`config.mk`:
```
export PLATFORM = sky130hd
export DESIGN_NAME = rto_timer
export DESIGN_NICKNAME = d
export VERILOG_FILES = /design/src/rtl/rto_pkg.sv /design/src/rtl/rto_edge_det.sv /design/src/rtl/rto_cfg_reg.sv /design/src/rtl/rto_counter.sv /design/src/rtl/rto_timer.sv
export SDC_FILE = /design/constraint.sdc
export NUM_CORES = 1
export LEC_CHECK = 0
export CAP_MARGIN = 20
export CORE_MARGIN = 2
export CORE_UTILIZATION = 50
export DETAILED_ROUTE_END_ITERATION = 12
export DONT_BUFFER_PORTS = 1
export RECOVER_POWER = 100
export SLEW_MARGIN = 20
export SYNTH_ARGS = -nofsm -noshare
export SYNTH_HDL_FRONTEND = slang
export SYNTH_SLANG_ARGS = --single-unit
```
`constraint.sdc`:
```
create_clock -name clk -period 2.5 [get_ports clk]
set_input_delay 0.375 -clock clk [delete_from_list [all_inputs] [get_ports clk]]
set_output_delay 0.375 -clock clk [all_outputs]
set_load 0.02 [all_outputs]
```
`src/rtl/rto_pkg.sv`:
```
package rto_pkg;

    localparam int CFG_W = 3;

    typedef struct packed {
        logic irq_mask;      // 1 = interrupt masked
        logic src_clock;     // 1 = count clock cycles, 0 = count pin edges
        logic edge_rising;   // 1 = low-to-high, 0 = high-to-low
    } cfg_t;

    localparam cfg_t CFG_RESET = '{irq_mask: 1'b1, src_clock: 1'b1, edge_rising: 1'b1};

    function automatic logic pick_tick(input cfg_t cfg, input logic rise, input logic fall);
        if (cfg.src_clock)
            return 1'b1;
        return cfg.edge_rising ? rise : fall;
    endfunction

endpackage

```
`src/rtl/rto_edge_det.sv`:
```
module rto_edge_det #(
    parameter int STAGES = 2
) (
    input  logic clk,
    input  logic rst,
    input  logic pin,
    output logic rise,
    output logic fall
);
    logic [STAGES-1:0] sync_q;
    logic              prev_q;

    always_ff @(posedge clk) begin
        if (rst) begin
            sync_q <= '0;
            prev_q <= 1'b0;
        end else begin
            sync_q <= {sync_q[STAGES-2:0], pin};
            prev_q <= sync_q[STAGES-1];
        end
    end

    assign rise = sync_q[STAGES-1] & ~prev_q;
    assign fall = ~sync_q[STAGES-1] & prev_q;

    // one pulse per transition
    p_single_rise_r8: assert property (@(posedge clk) disable iff (rst) rise |=> !rise);
    // one pulse per transition
    p_single_fall_r9: assert property (@(posedge clk) disable iff (rst) fall |=> !fall);
endmodule

```
`src/rtl/rto_cfg_reg.sv`:
```
module rto_cfg_reg
    import rto_pkg::*;
(
    input  logic             clk,
    input  logic             rst,
    input  logic             we,
    input  logic [CFG_W-1:0] wdata,
    output cfg_t             cfg
);
    always_ff @(posedge clk) begin
        if (rst)
            cfg <= CFG_RESET;
        else if (we)
            cfg <= cfg_t'(wdata);
    end

    // configuration leaves reset masked
    p_reset_mask_r1: assert property (@(posedge clk) rst |=> cfg.irq_mask);
endmodule

```
`src/rtl/rto_counter.sv`:
```
module rto_counter #(
    parameter int W = 8
) (
    input  logic         clk,
    input  logic         rst,
    input  logic         tick,
    input  logic         we,
    input  logic [W-1:0] wdata,
    output logic [W-1:0] cnt,
    output logic         wrap
);
    localparam logic [W-1:0] TOP = {W{1'b1}};

    assign wrap = tick & ~we & (cnt == TOP);

    always_ff @(posedge clk) begin
        if (rst)
            cnt <= '0;
        else if (we)
            cnt <= wdata;
        else if (tick)
            cnt <= cnt + 1'b1;
    end

    // a load wins over a tick
    p_load_r11: assert property (@(posedge clk) disable iff (rst) we |=> cnt == $past(wdata));
    // no tick, no change
    p_hold_r10: assert property (@(posedge clk) disable iff (rst) (!we && !tick) |=> $stable(cnt));
    // a wrap lands on zero
    p_wrap_zero_r3: assert property (@(posedge clk) disable iff (rst) wrap |=> cnt == '0);
endmodule

```
`src/rtl/rto_timer.sv`:
```
module rto_timer
    import rto_pkg::*;
#(
    parameter int CNT_W       = 8,
    parameter int SYNC_STAGES = 2
) (
    input  logic             clk,
    input  logic             rst,
    input  logic             ext_pin,
    input  logic             cfg_we,
    input  logic [CFG_W-1:0] cfg_wdata,
    input  logic             cnt_we,
    input  logic [CNT_W-1:0] cnt_wdata,
    input  logic             pend_clr,
    output logic [CNT_W-1:0] cnt_rdata,
    output logic             irq
);
    cfg_t cfg;
    logic rise, fall, tick, wrap, pend_q;

    rto_cfg_reg u_cfg (
        .clk  (clk),
        .rst  (rst),
        .we   (cfg_we),
        .wdata(cfg_wdata),
        .cfg  (cfg)
    );

    rto_edge_det #(.STAGES(SYNC_STAGES)) u_edge (
        .clk (clk),
        .rst (rst),
        .pin (ext_pin),
        .rise(rise),
        .fall(fall)
    );

    assign tick = pick_tick(cfg, rise, fall);

    rto_counter #(.W(CNT_W)) u_cnt (
        .clk  (clk),
        .rst  (rst),
        .tick (tick),
        .we   (cnt_we),
        .wdata(cnt_wdata),
        .cnt  (cnt_rdata),
        .wrap (wrap)
    );

    // a fresh wrap outranks a clear in the same cycle
    always_ff @(posedge clk) begin
        if (rst)
            pend_q <= 1'b0;
        else if (wrap)
            pend_q <= 1'b1;
        else if (pend_clr)
            pend_q <= 1'b0;
    end

    assign irq = pend_q & ~cfg.irq_mask;

    // the wrap always sets pending
    p_wrap_pend_r3: assert property (@(posedge clk) disable iff (rst) wrap |=> pend_q);
    // a clear colliding with a wrap keeps pending
    p_collide_r7: assert property (@(posedge clk) disable iff (rst) (wrap && pend_clr) |=> pend_q);
    // a clear without a wrap drops pending
    p_clear_r6: assert property (@(posedge clk) disable iff (rst) (pend_clr && !wrap) |=> !pend_q);
    // a masked configuration never requests
    p_mask_r4: assert property (@(posedge clk) disable iff (rst) cfg.irq_mask |-> !irq);
endmodule

```
== Yosys cells after proc, flatten, opt, wreduce, memory -nomap -nowiden ==
Index checks and enable logic that the tools add are counted.
Widths: inputs -> output; s select.

* Input port bits: 17
* Bits in registers: 15
* Word-level logic and storage cells: 28

* Bitwise operators: 9
* Reduce and logical (&&, ||, !) cells: 2
* Add/subtract/negate cells: 1
* Equal/unequal tests: 1
* Muxes and demuxes: 8

{| class="wikitable"
|+ Operators with widths
! cell !! count
|-
| $mux 8 || 2
|-
| $add 8x1->8 const B || 1
|-
| $eq 8x8->1 const B || 1
|-
| $mux 1 || 6
|-
| $and 1x1->1 || 5
|-
| $not 1->1 || 4
|-
| $reduce_bool 2->1 || 2
|}

== Depth between registers and ports, before layout ==
Gate-level depths: netlist (run 1).

* Depth after elaboration: 7
* Mapped depth: 5
* Gate-level depth less buffers: 5

== Hierarchy ==
Synthesis (run 1) repeated with hierarchy kept, for this count alone.

* Cells, all modules: 79
* Area total of the unflattened synthesis: 709.4 um^2

{| class="wikitable"
|+ Modules (own cells, without submodules)
! module !! instances !! sequential area each (um^2) !! cells each !! area an instance (um^2)
|-
| rto_counter || 1 || 160.2 || 55 || 456.7
|-
| rto_cfg_reg || 1 || 60.1 || 9 || 105.1
|-
| rto_edge_det || 1 || 60.1 || 8 || 91.3
|-
| rto_timer || 1 || 20.0 || 7 || 56.3
|}

== Worst setup path after synthesis (run 1) ==
No wires, ideal clock.

* Path kind: flip-flop to flip-flop
* Start: register u_cfg.cfg[0] (netlist name)
* End: register u_cnt.cnt[5]
* Library setup time: 0.122 ns
* Arrival: 1.610 ns
* Cell stages (with the launch flop): 6
* Slack: 0.768 ns
* Cell sequence: dfxtp_1 -> or3b_1 -> and3_1 -> buf_6 -> o31a_1 -> o311a_1

* Cells in the longest elaborated chain, start to end: 3

{| class="wikitable"
|+ RTL lines
! element !! line !! source
|-
| $mux 1 (2 in a row) || rto_pkg.sv:16 || <nowiki>return cfg.edge_rising ? rise : fall;</nowiki>
|-
| $reduce_bool 2->1 (no source line) || -- ||
|-
| to (signal assigned) || rto_counter.sv:20 || <nowiki>cnt <= wdata;</nowiki>
|-
| to (signal assigned) || rto_counter.sv:22 || <nowiki>cnt <= cnt + 1'b1;</nowiki>
|-
| to (decl) || rto_counter.sv:9 || <nowiki>output logic [W-1:0] cnt,</nowiki>
|}

No other way between the ends.
A chain may end at the register's enable or synchronous reset.

== Worst setup path after layout (run 1) ==
* Start: register u_cnt.cnt[2]
* End: register u_cnt.cnt[7]

* Cells in the longest elaborated chain, start to end: 3

{| class="wikitable"
|+ RTL lines
! element !! line !! source
|-
| $add 8x1->8 || rto_counter.sv:22 ||
|-
| $mux 8 || rto_counter.sv:21 || <nowiki>else if (tick)</nowiki>
|-
| $mux 8 || rto_counter.sv:19 || <nowiki>else if (we)</nowiki>
|}

No other way between the ends. The select of a mux whose other input is x is not followed.

==> metrics.txt, run 1 <==
maxcap violations 0; CP max FO 6; slowest CP cell clkbuf_1; crit start category flip-flop; die height 42.3 um; Synth-to-Final Area Change 3.24%; Slew HR approximately two thirds; post-route insts no fill a little under 100; Skew-Pair Late Insertion Delay 290 ps; Final setup viols 0; Worst path max stage delay ~400 ps; Post-Syn Instances roughly 80; biggest area consumer among synthesized cells dfxtp_1; Post-CTS Repair Setup Buffers 0; static leakage 0.306 nW; GP Congestion 0.753; run status finished clean; number of port buffers 0; CTS Hold Bufs 0; io pins 26; DR top layer met4; CP Cell Sequence clkbuf_1 -> nand4_1 -> or2_2 -> o31a_1 -> a2111oi_0; Hold Fails Final Rpt 0; met2 routed WL 628 um; CP Buf/Inv Count 1; Routed wire per std cell around 14 um; Residual DRC 0; ANT cells 0; FMAX 507 MHz; share of layout cells above drive strength 1 between 7 and 8%; Worst Path Required 2680 ps; clock buffer depth 2; H-Tree Depth 1; Row Count 13; TritonRoute pass-1 iters 4; crit path time final ~2000 ps; DIE AREA ~0.0018 mm^2; DRT Wirelength between 1 and 1.5 mm; global route overflow 0; Area contributors post-synth dfxtp_1 41%, inv_1 5.1%, o21a_1 4.1%; post-synth top area share 40.9%; Sum Neg Setup Slack 0 ps; Syn Area/Cell 8.96 um^2; vias in the first global route 549; RSZ-0062 raised after global routing false; Setup CP Type reg -> reg; Pwr Density roughly 620 mW/mm^2; Post-Syn Nets 100; nets 102; starting density of the core 55.1%; HPWL Detailed 1.04 mm; Critical Path AT 2150 ps; 1st-iter DRT viols 11; placed cell count 94; setup ws final 529 ps; synthesized cell area 734 um^2; Routed Antenna Nets 0; initial antenna violation count 0; Worst Skew 1.15 ps; TritonCTS Buffers 3; CP top delay family simple AND/OR/NAND/NOR gates; drt via density slightly above 6; clock transition at the registers of the reported paths 90 ps; Seq cells post-synth 15; Max Slew Vio Count 0; die width 42.3 um; pin count of the biggest net entering global routing 20; Final Cycle Share 78.8%; Seq/Total Area, Yosys between 40% and 50%; wire length on met3 89 um; Root Buffer clkbuf_4; Worst-Margin Slew about 490 ps; synth unique cells 33; cts repair resizes 0; critical path capture point type flip-flop; Syn. warnings 0; CTS Sinks 15; vias 594; Max IR drop VDD 0.417 mV; WL met1 roughly 660 um; core area approximately 0.0013 mm^2; TritonCTS clock tree yes; gr usage total 17.5%; global-route wire length before repair 2.35 mm; Hold WC Path Type in -> reg; post-placement setup slack 741 ps
layout by cell type, fill, tap and decap left out:
cell type	count
ha_1	1
clkbuf_1	1
mux2i_1	2
a21oi_1	3
nor4_1	3
xnor2_1	1
inv_1	10
clkinvlp_4	1
or3b_1	1
and4b_1	1
nand4_1	1
xor2_1	2
o311a_1	2
and3_1	1
a31oi_1	2
clkbuf_4	3
nor2_1	3
nor3b_1	1
or2_2	1
o21a_1	4
a2111oi_0	2
nand3_1	3
nand3b_1	1
o32a_1	1
nand2_1	4
a31o_2	1
nor2b_1	3
a311o_1	1
nand2b_1	3
dfxtp_1	15
o211ai_1	1
nor3_1	2
o31a_1	2
synthesized netlist by cell type:
master     instances
nand4_1            1
xnor2_1            1
o21a_1             4
nand3b_1           1
inv_1             10
xor2_1             2
dfxtp_1           15
a31o_2             1
a2111oi_0          1
nor2_1             3
buf_6              1
nand2b_1           3
a311o_1            1
o32a_1             1
nor4_1             3
and3_1             1
nor3b_1            1
ha_1               1
clkbuf_1           3
a21oi_1            3
and4b_1            1
nand3_1            3
a2111oi_2          1
or2_2              1
o211ai_1           1
nor3_1             2
o311a_1            2
nand2_1            4
o31a_1             2
mux2i_1            2
a31oi_1            2
or3b_1             1
nor2b_1            3
stage by stage:
stage | power (mW) | instance area [um^2] | hold slack [ps] | utilization [%]
finish | 0.470 | 758 | 143 | 56.8
global route | 0.500 | 758 | 115 | 56.8
CTS | 0.483 | 768 | 129 | 57.6
detailed placement | 0.334 | 738 | 427 | 55.3
global placement | 0.333 | 738 | 419 | 55.3
floorplan | 0.330 | 734 | 414 | -
logic make-up (layout without fill, tap and decap cells):
group	Yosys count	after routing	share of synthesized area [%]
compound gates	19	19	21.1
fa+ha+maj	1	1	1.70
xor+xnor	3	3	3.58
simple gates	28	28	21.8
flops	15	15	40.9
mux	2	2	2.73
buf+inv	14	15	8.18
worst register-to-register path: stages (launching register included):
cell	delay [ps]
dfxtp_1	320
clkbuf_1	390
nand4_1	240
or2_2	360
o31a_1	240
a2111oi_0	320
metal layers:
layer | global-route usage [%] | vias up
met2 | 25.8 | 22
met5 | 0 | -
met3 | 3.88 | 4
met1 | 22.6 | 270
li1 | - | 298
met4 | 11.3 | 0
power by group:
group / switching (mW) / leakage (nW) / internal, mW / total, mW
Clock: 0.0835 / 0.0139 / 0.0608 / 0.144
Combinational: 0.0230 / 0.168 / 0.0233 / 0.0463
Sequential: 0.0253 / 0.124 / 0.254 / 0.279
Total: 0.132 / 0.306 / 0.338 / 0.470
final cells by class:
type                    count  area [um^2]
fillers                   136          576
multi-input cells          53          368
flip-flops and latches     15          300
inverters                  10         37.5
clock buffers               3         22.5
well taps                  15         18.8
clock inverters             1         7.51
repair buffers              1         3.75
sequential cells by signal, indices dropped and copies added (netlist names):
register and flops:
u_edge.prev_q 1, u_edge.sync_q 2, u_cnt.cnt 8, u_cfg.cfg 3
pend_q 1
worst paths after layout:
check,start,endpoint,slack (ps),cells after the start
setup / recovery,u_cnt.cnt[2],u_cnt.cnt[7],530,5
hold / removal,rst,u_edge.sync_q[1],140,1
setup reg to reg,u_cnt.cnt[2],u_cnt.cnt[7],530,5
hold reg to reg,u_edge.sync_q[0],u_edge.sync_q[1],440,1
Power figures use the tool's default switching activity.
==> run 2, diff against run 1 <==
--- a/config.mk
+++ b/config.mk
@@ -10,6 +10,7 @@
 export CORE_UTILIZATION = 50
 export DETAILED_ROUTE_END_ITERATION = 12
 export DONT_BUFFER_PORTS = 1
+export PLACE_DENSITY = 0.68
 export RECOVER_POWER = 100
 export SLEW_MARGIN = 20
 export SYNTH_ARGS = -nofsm -noshare
==> constraint.sdc (replaced) <==
create_clock -name clk -period 1.6 [get_ports clk]
set_input_delay 0.24 -clock clk [delete_from_list [all_inputs] [get_ports clk]]
set_output_delay 0.24 -clock clk [all_outputs]
set_load 0.02 [all_outputs]
==> run 2 against run 1 <==
Effect of this change:
- sequential cell count unchanged
- die area is the same
- largest power group unchanged
- clock skew is 5.0 ps higher
- first-iteration DRC count shrank 45%
- routed wire length rose by 7.5%
- largest cell class unchanged
==> metrics.txt, run 2 (synthesis results as in run 1) <==
run status finished clean; vias 604; 1st-iter DRT viols 6; Skew-Pair Late Insertion Delay 280 ps; TritonCTS clock tree yes; ANT cells 0; most common cell after layout, fill and taps aside dfxtp_1; initial antenna violation count 0; global-route wire length before repair 2.57 mm; global route overflow 0; fill count 122; Slew HR 73.7%; core area 0.00133 mm^2; io pins 26; Critical Path Source u_edge.sync_q[1]; H-Tree Depth 1; TritonCTS Buffers 3; placed inst area 793 um^2; HPWL Detailed 1.13 mm; TritonRoute pass-1 iters 4; Sum Neg Setup Slack 0 ps; Residual DRC 0; die height 42.3 um; drt via density 5.75; Worst-Margin Slew 393 ps; worst r2r src u_edge.sync_q[1]; GP Congestion 0.734; Worst Skew 6.17 ps; clock buffer depth 2; total power 0.756 mW; worst hold start rst; Largest regs u_cnt.cnt x8, u_cfg.cfg x3, u_edge.sync_q x2; Setup CP Type reg -> reg; maxcap violations 0; Final Cycle Share just under 100%; Max IR drop VDD 0.575 mV; static leakage between 0.3 and 0.4 nW; vias in the first global route approximately 560; gr usage total 18.5%; Routed wire per std cell 14.4 um; max reg flops 8; crit path time final 1570 ps; CP max FO 4; Critical Path AT 1750 ps; starting density of the core 55.1%; CTS Sinks 15; pin count of the biggest net entering global routing 20; Hold WC Path Type in -> reg; clock transition at the registers of the reported paths 90 ps; DRT Wirelength 1.52 mm; Synth-to-Final Area Change 13.3%; leading cell types in the layout, fill and taps excluded 12 x dfxtp_1, 10 x inv_1, 7 x buf_4; Worst Path Required 1780 ps; final non-filler cell area ~830 um^2; share of layout cells above drive strength 1 between 20% and 30%; RSZ-0062 raised after global routing true; number of port buffers 0; Pwr Density 909 mW/mm^2; Routed Antenna Nets 0; Min Hold Slack about 18 ps; critical path capture point type flip-flop; Max Slew Vio Count 0; Final setup viols 0; post-placement setup slack just under 40 ps; setup ws final 26.2 ps; Top reg by flops u_cnt.cnt; crit start category flip-flop; Row Count 13; Root Buffer clkbuf_4; FMAX 635 MHz; nets approximately 110; die width about 42 um; Hold Fails Final Rpt 0; DIE AREA 0.00179 mm^2
[run 2: cell count changes in the layout (fill, tap and decap cells not counted), sizes merged]
cell	previous run	this run
buf	0	7
clkbuf	4	3
clkinv	0	1
clkinvlp	1	0
dlygate4sd3	0	1
[run 2: final timing paths]
path,endpoint,depth (start not counted),slack (ps)
min reg2reg,u_edge.sync_q[1],1,450
max reg2reg,u_cnt.cnt[6],4,30
min,u_edge.sync_q[0],1,20
max,u_cnt.cnt[6],4,30
[run 2: repair_timing]
item                       CTS  global route
resized for setup            0             1
hold endpoints to repair     0             1
setup endpoints to repair    0             2
setup buffers                0             0
hold buffers                 0             1
[run 2: layout make-up]
cell class	instances	area (um^2)	share of cell area (%)
clock buffer	3	22.5	2.71
timing repair buffer	8	62.6	7.52
inverter	10	37.5	4.51
multi-input combinational	53	382	45.9
tap	15	18.8	2.26
sequential	15	304	36.5
clock inverter	1	5.00	0.602
[run 2: worst max-delay path, cell delays in order (launching register included)]
cell and delay [ps]:
dfxtp_2 330, or3b_4 410, a31o_2 290, o21a_1 170, o311a_1 270
[run 2: through the flow]
step	util, %	instances
3_3_place_gp	59.5	100
5_1_grt	62.4	105
4_1_cts	61.5	104
3_5_place_dp	59.5	100
6_report	62.4	105
2_1_floorplan	-	82
[run 2: power breakdown]
part           total [mW]  switching (mW)  internal, mW
sequential          0.413          0.0150         0.398
clock               0.219           0.126        0.0928
combinational       0.125          0.0668        0.0580
[run 2: layer usage]
metal  wire (um)  share of wire, %  GRT usage [%]  up-vias
met5           0                 0              0        -
met4           6              0.40           7.50        0
met3          67               4.4           3.02        2
met2         699                46           28.3       17
met1         742                49           25.9      275
li1            -                 -              -      310
==> run 3, diff against run 2 <==
--- a/config.mk
+++ b/config.mk
@@ -10,7 +10,7 @@
 export CORE_UTILIZATION = 50
 export DETAILED_ROUTE_END_ITERATION = 12
 export DONT_BUFFER_PORTS = 1
-export PLACE_DENSITY = 0.68
+export PLACE_DENSITY = 0.69
 export RECOVER_POWER = 100
 export SLEW_MARGIN = 20
 export SYNTH_ARGS = -nofsm -noshare
==> constraint.sdc (replaced) <==
create_clock -name clk -period 1.8 [get_ports clk]
set_input_delay 0.27 -clock clk [delete_from_list [all_inputs] [get_ports clk]]
set_output_delay 0.27 -clock clk [all_outputs]
set_load 0.02 [all_outputs]
==> run 3 against run 2 <==
Effect of this change:
- sequential power is 11% lower
- via count is 0.33% lower
- clock power is 13% lower
- non-clock buffer count is 1 lower
- first-iteration DRC count is 50% lower
- die area stayed put
- worst hold slack better by 30 ps
- clock skew is 5.8 ps lower
- core utilization is 3.9 points lower
- clock-buffer cell count is 1 higher
- fmax is 8.2% lower
- design area is 6.3% lower
- critical endpoint is now u_cnt.cnt[5]
- highest routed layer unchanged
==> metrics.txt, run 3 (synthesis results as in run 1) <==
Hold Fails Final Rpt 0; Synth-to-Final Area Change 6.13%; Root Buffer clkbuf_4; Worst-Margin Slew 455 ps; drt via density approximately 5.8; TritonRoute pass-1 iters 2; max reg flops 8; fill count about 140; TritonCTS clock tree yes; Skew-Pair Late Insertion Delay 280 ps; Max IR drop VDD 0.370 mV; Final Cycle Share 95.2%; Top reg by flops u_cnt.cnt; most common cell after layout, fill and taps aside dfxtp_1; pin count of the biggest net entering global routing 20; Hold WC Path Type in -> reg; Routed wire per std cell 14.3 um; Post-CTS Repair Setup Buffers 0; H-Tree Depth 1; number of port buffers 0; run status finished clean; DRT Wirelength 1.49 mm; nets approximately 110; multi-input logic area 369 um^2; Critical Path AT 1890 ps; Worst Skew slightly above 0.4 ps; CTS Hold Bufs 0; 1st-iter DRT viols 3; Sum Neg Setup Slack 0 ps; die height around 42 um; leading cell types in the layout, fill and taps excluded 15 x dfxtp_1, 10 x inv_1, 7 x clkbuf_1; HPWL Detailed approximately 1.2 mm; global route overflow 0; CP max FO 4; RSZ-0062 raised after global routing false; total power 0.651 mW; maxcap violations 0; starting density of the core 55.1%; Row Count 13; FMAX 583 MHz; core area between 0.001 and 0.0015 mm^2; Largest regs u_cnt.cnt x8, u_cfg.cfg x3, u_edge.sync_q x2; clock buffer depth 2; Setup CP Type reg -> reg; crit path time final 1710 ps; register area 300 um^2; vias in the first global route 600; Max Slew Vio Count 0; critical path capture point type flip-flop; TritonCTS Buffers 3; ANT cells 0; DIE AREA ~0.0018 mm^2; io pins 26; gr usage total 18.7%; crit start category flip-flop; Pwr Density 835 mW/mm^2; Slew HR 69.7%; CTS Sinks 15; Routed Antenna Nets 0; Residual DRC 0; initial antenna violation count 0; clock transition at the registers of the reported paths 90 ps; Worst Path Required 1970 ps; Final setup viols 0; cts repair resizes 0; share of layout cells above drive strength 1 6.74%; static leakage 0.317 nW; global-route wire length before repair around 2.5 mm; die width 42.3 um; vias 602; GP Congestion between 0.7 and 0.8
==> run 3: cell types whose count changed in the layout (fill, tap and decap cells not counted), moves of 3 or more <==
| cell | delta |
|---|---|
| clkbuf_1 | +7 |
| dfxtp_2 | -3 |
| dfxtp_1 | +3 |
| buf_4 | -7 |
==> run 3: final timing paths <==
| check | from | to | slack (ps) | depth (start not counted) |
|---|---|---|---|---|
| max | u_cfg.cfg[0] | u_cnt.cnt[5] | 90 | 4 |
| min | rst | u_edge.sync_q[0] | 50 | 1 |
| max reg2reg | u_cfg.cfg[0] | u_cnt.cnt[5] | 90 | 4 |
| min reg2reg | u_edge.sync_q[0] | u_edge.sync_q[1] | 450 | 1 |
==> run 3: layout make-up <==
cell class	instances	area share (%)
Clock buffer	4	3.37
Sequential cell	15	38.5
Multi-Input combinational cell	53	47.4
Timing Repair Buffer	7	3.53
Tap cell	15	2.41
Inverter	10	4.82
==> run 3: worst max-delay path: stages (launching register included) <==
cell and delay [ps]:
dfxtp_1 330, or3b_1 420, and3_1 240, o31a_1 300, o311a_1 320
==> run 3: metal layers <==
layer | vias up | routed length [um] | global-route usage, %
met5 | - | 0 | 0
li1 | 304 | - | -
met3 | 4 | 86 | 5.60
met1 | 277 | 661 | 21.0
met4 | 0 | 32 | 9.38
met2 | 17 | 710 | 31.7
==> run 3: where the power goes <==
| group | total [mW] | internal, mW | leakage, nW | switching, mW |
|---|---|---|---|---|
| logic | 0.0920 | 0.0373 | 0.178 | 0.0547 |
| clock network | 0.190 | 0.0860 | 0.0150 | 0.104 |
| registers | 0.368 | 0.353 | 0.124 | 0.0156 |
| total | 0.651 | 0.476 | 0.317 | 0.175 |
==> run 3: metrics by stage <==
step                      std cells  hold slack, ps  area [um^2]  worst slack (ps)  utilization [%]
after floorplan                  82             396          734              68.1                -
after global placement          100             344          783               119             58.7
after detailed placement        100             344          783              93.2             58.7
after CTS                       104            43.9          810              82.4             60.7
after global routing            104            39.4          779              3.98             58.4
final                           104            47.2          779              85.9             58.4
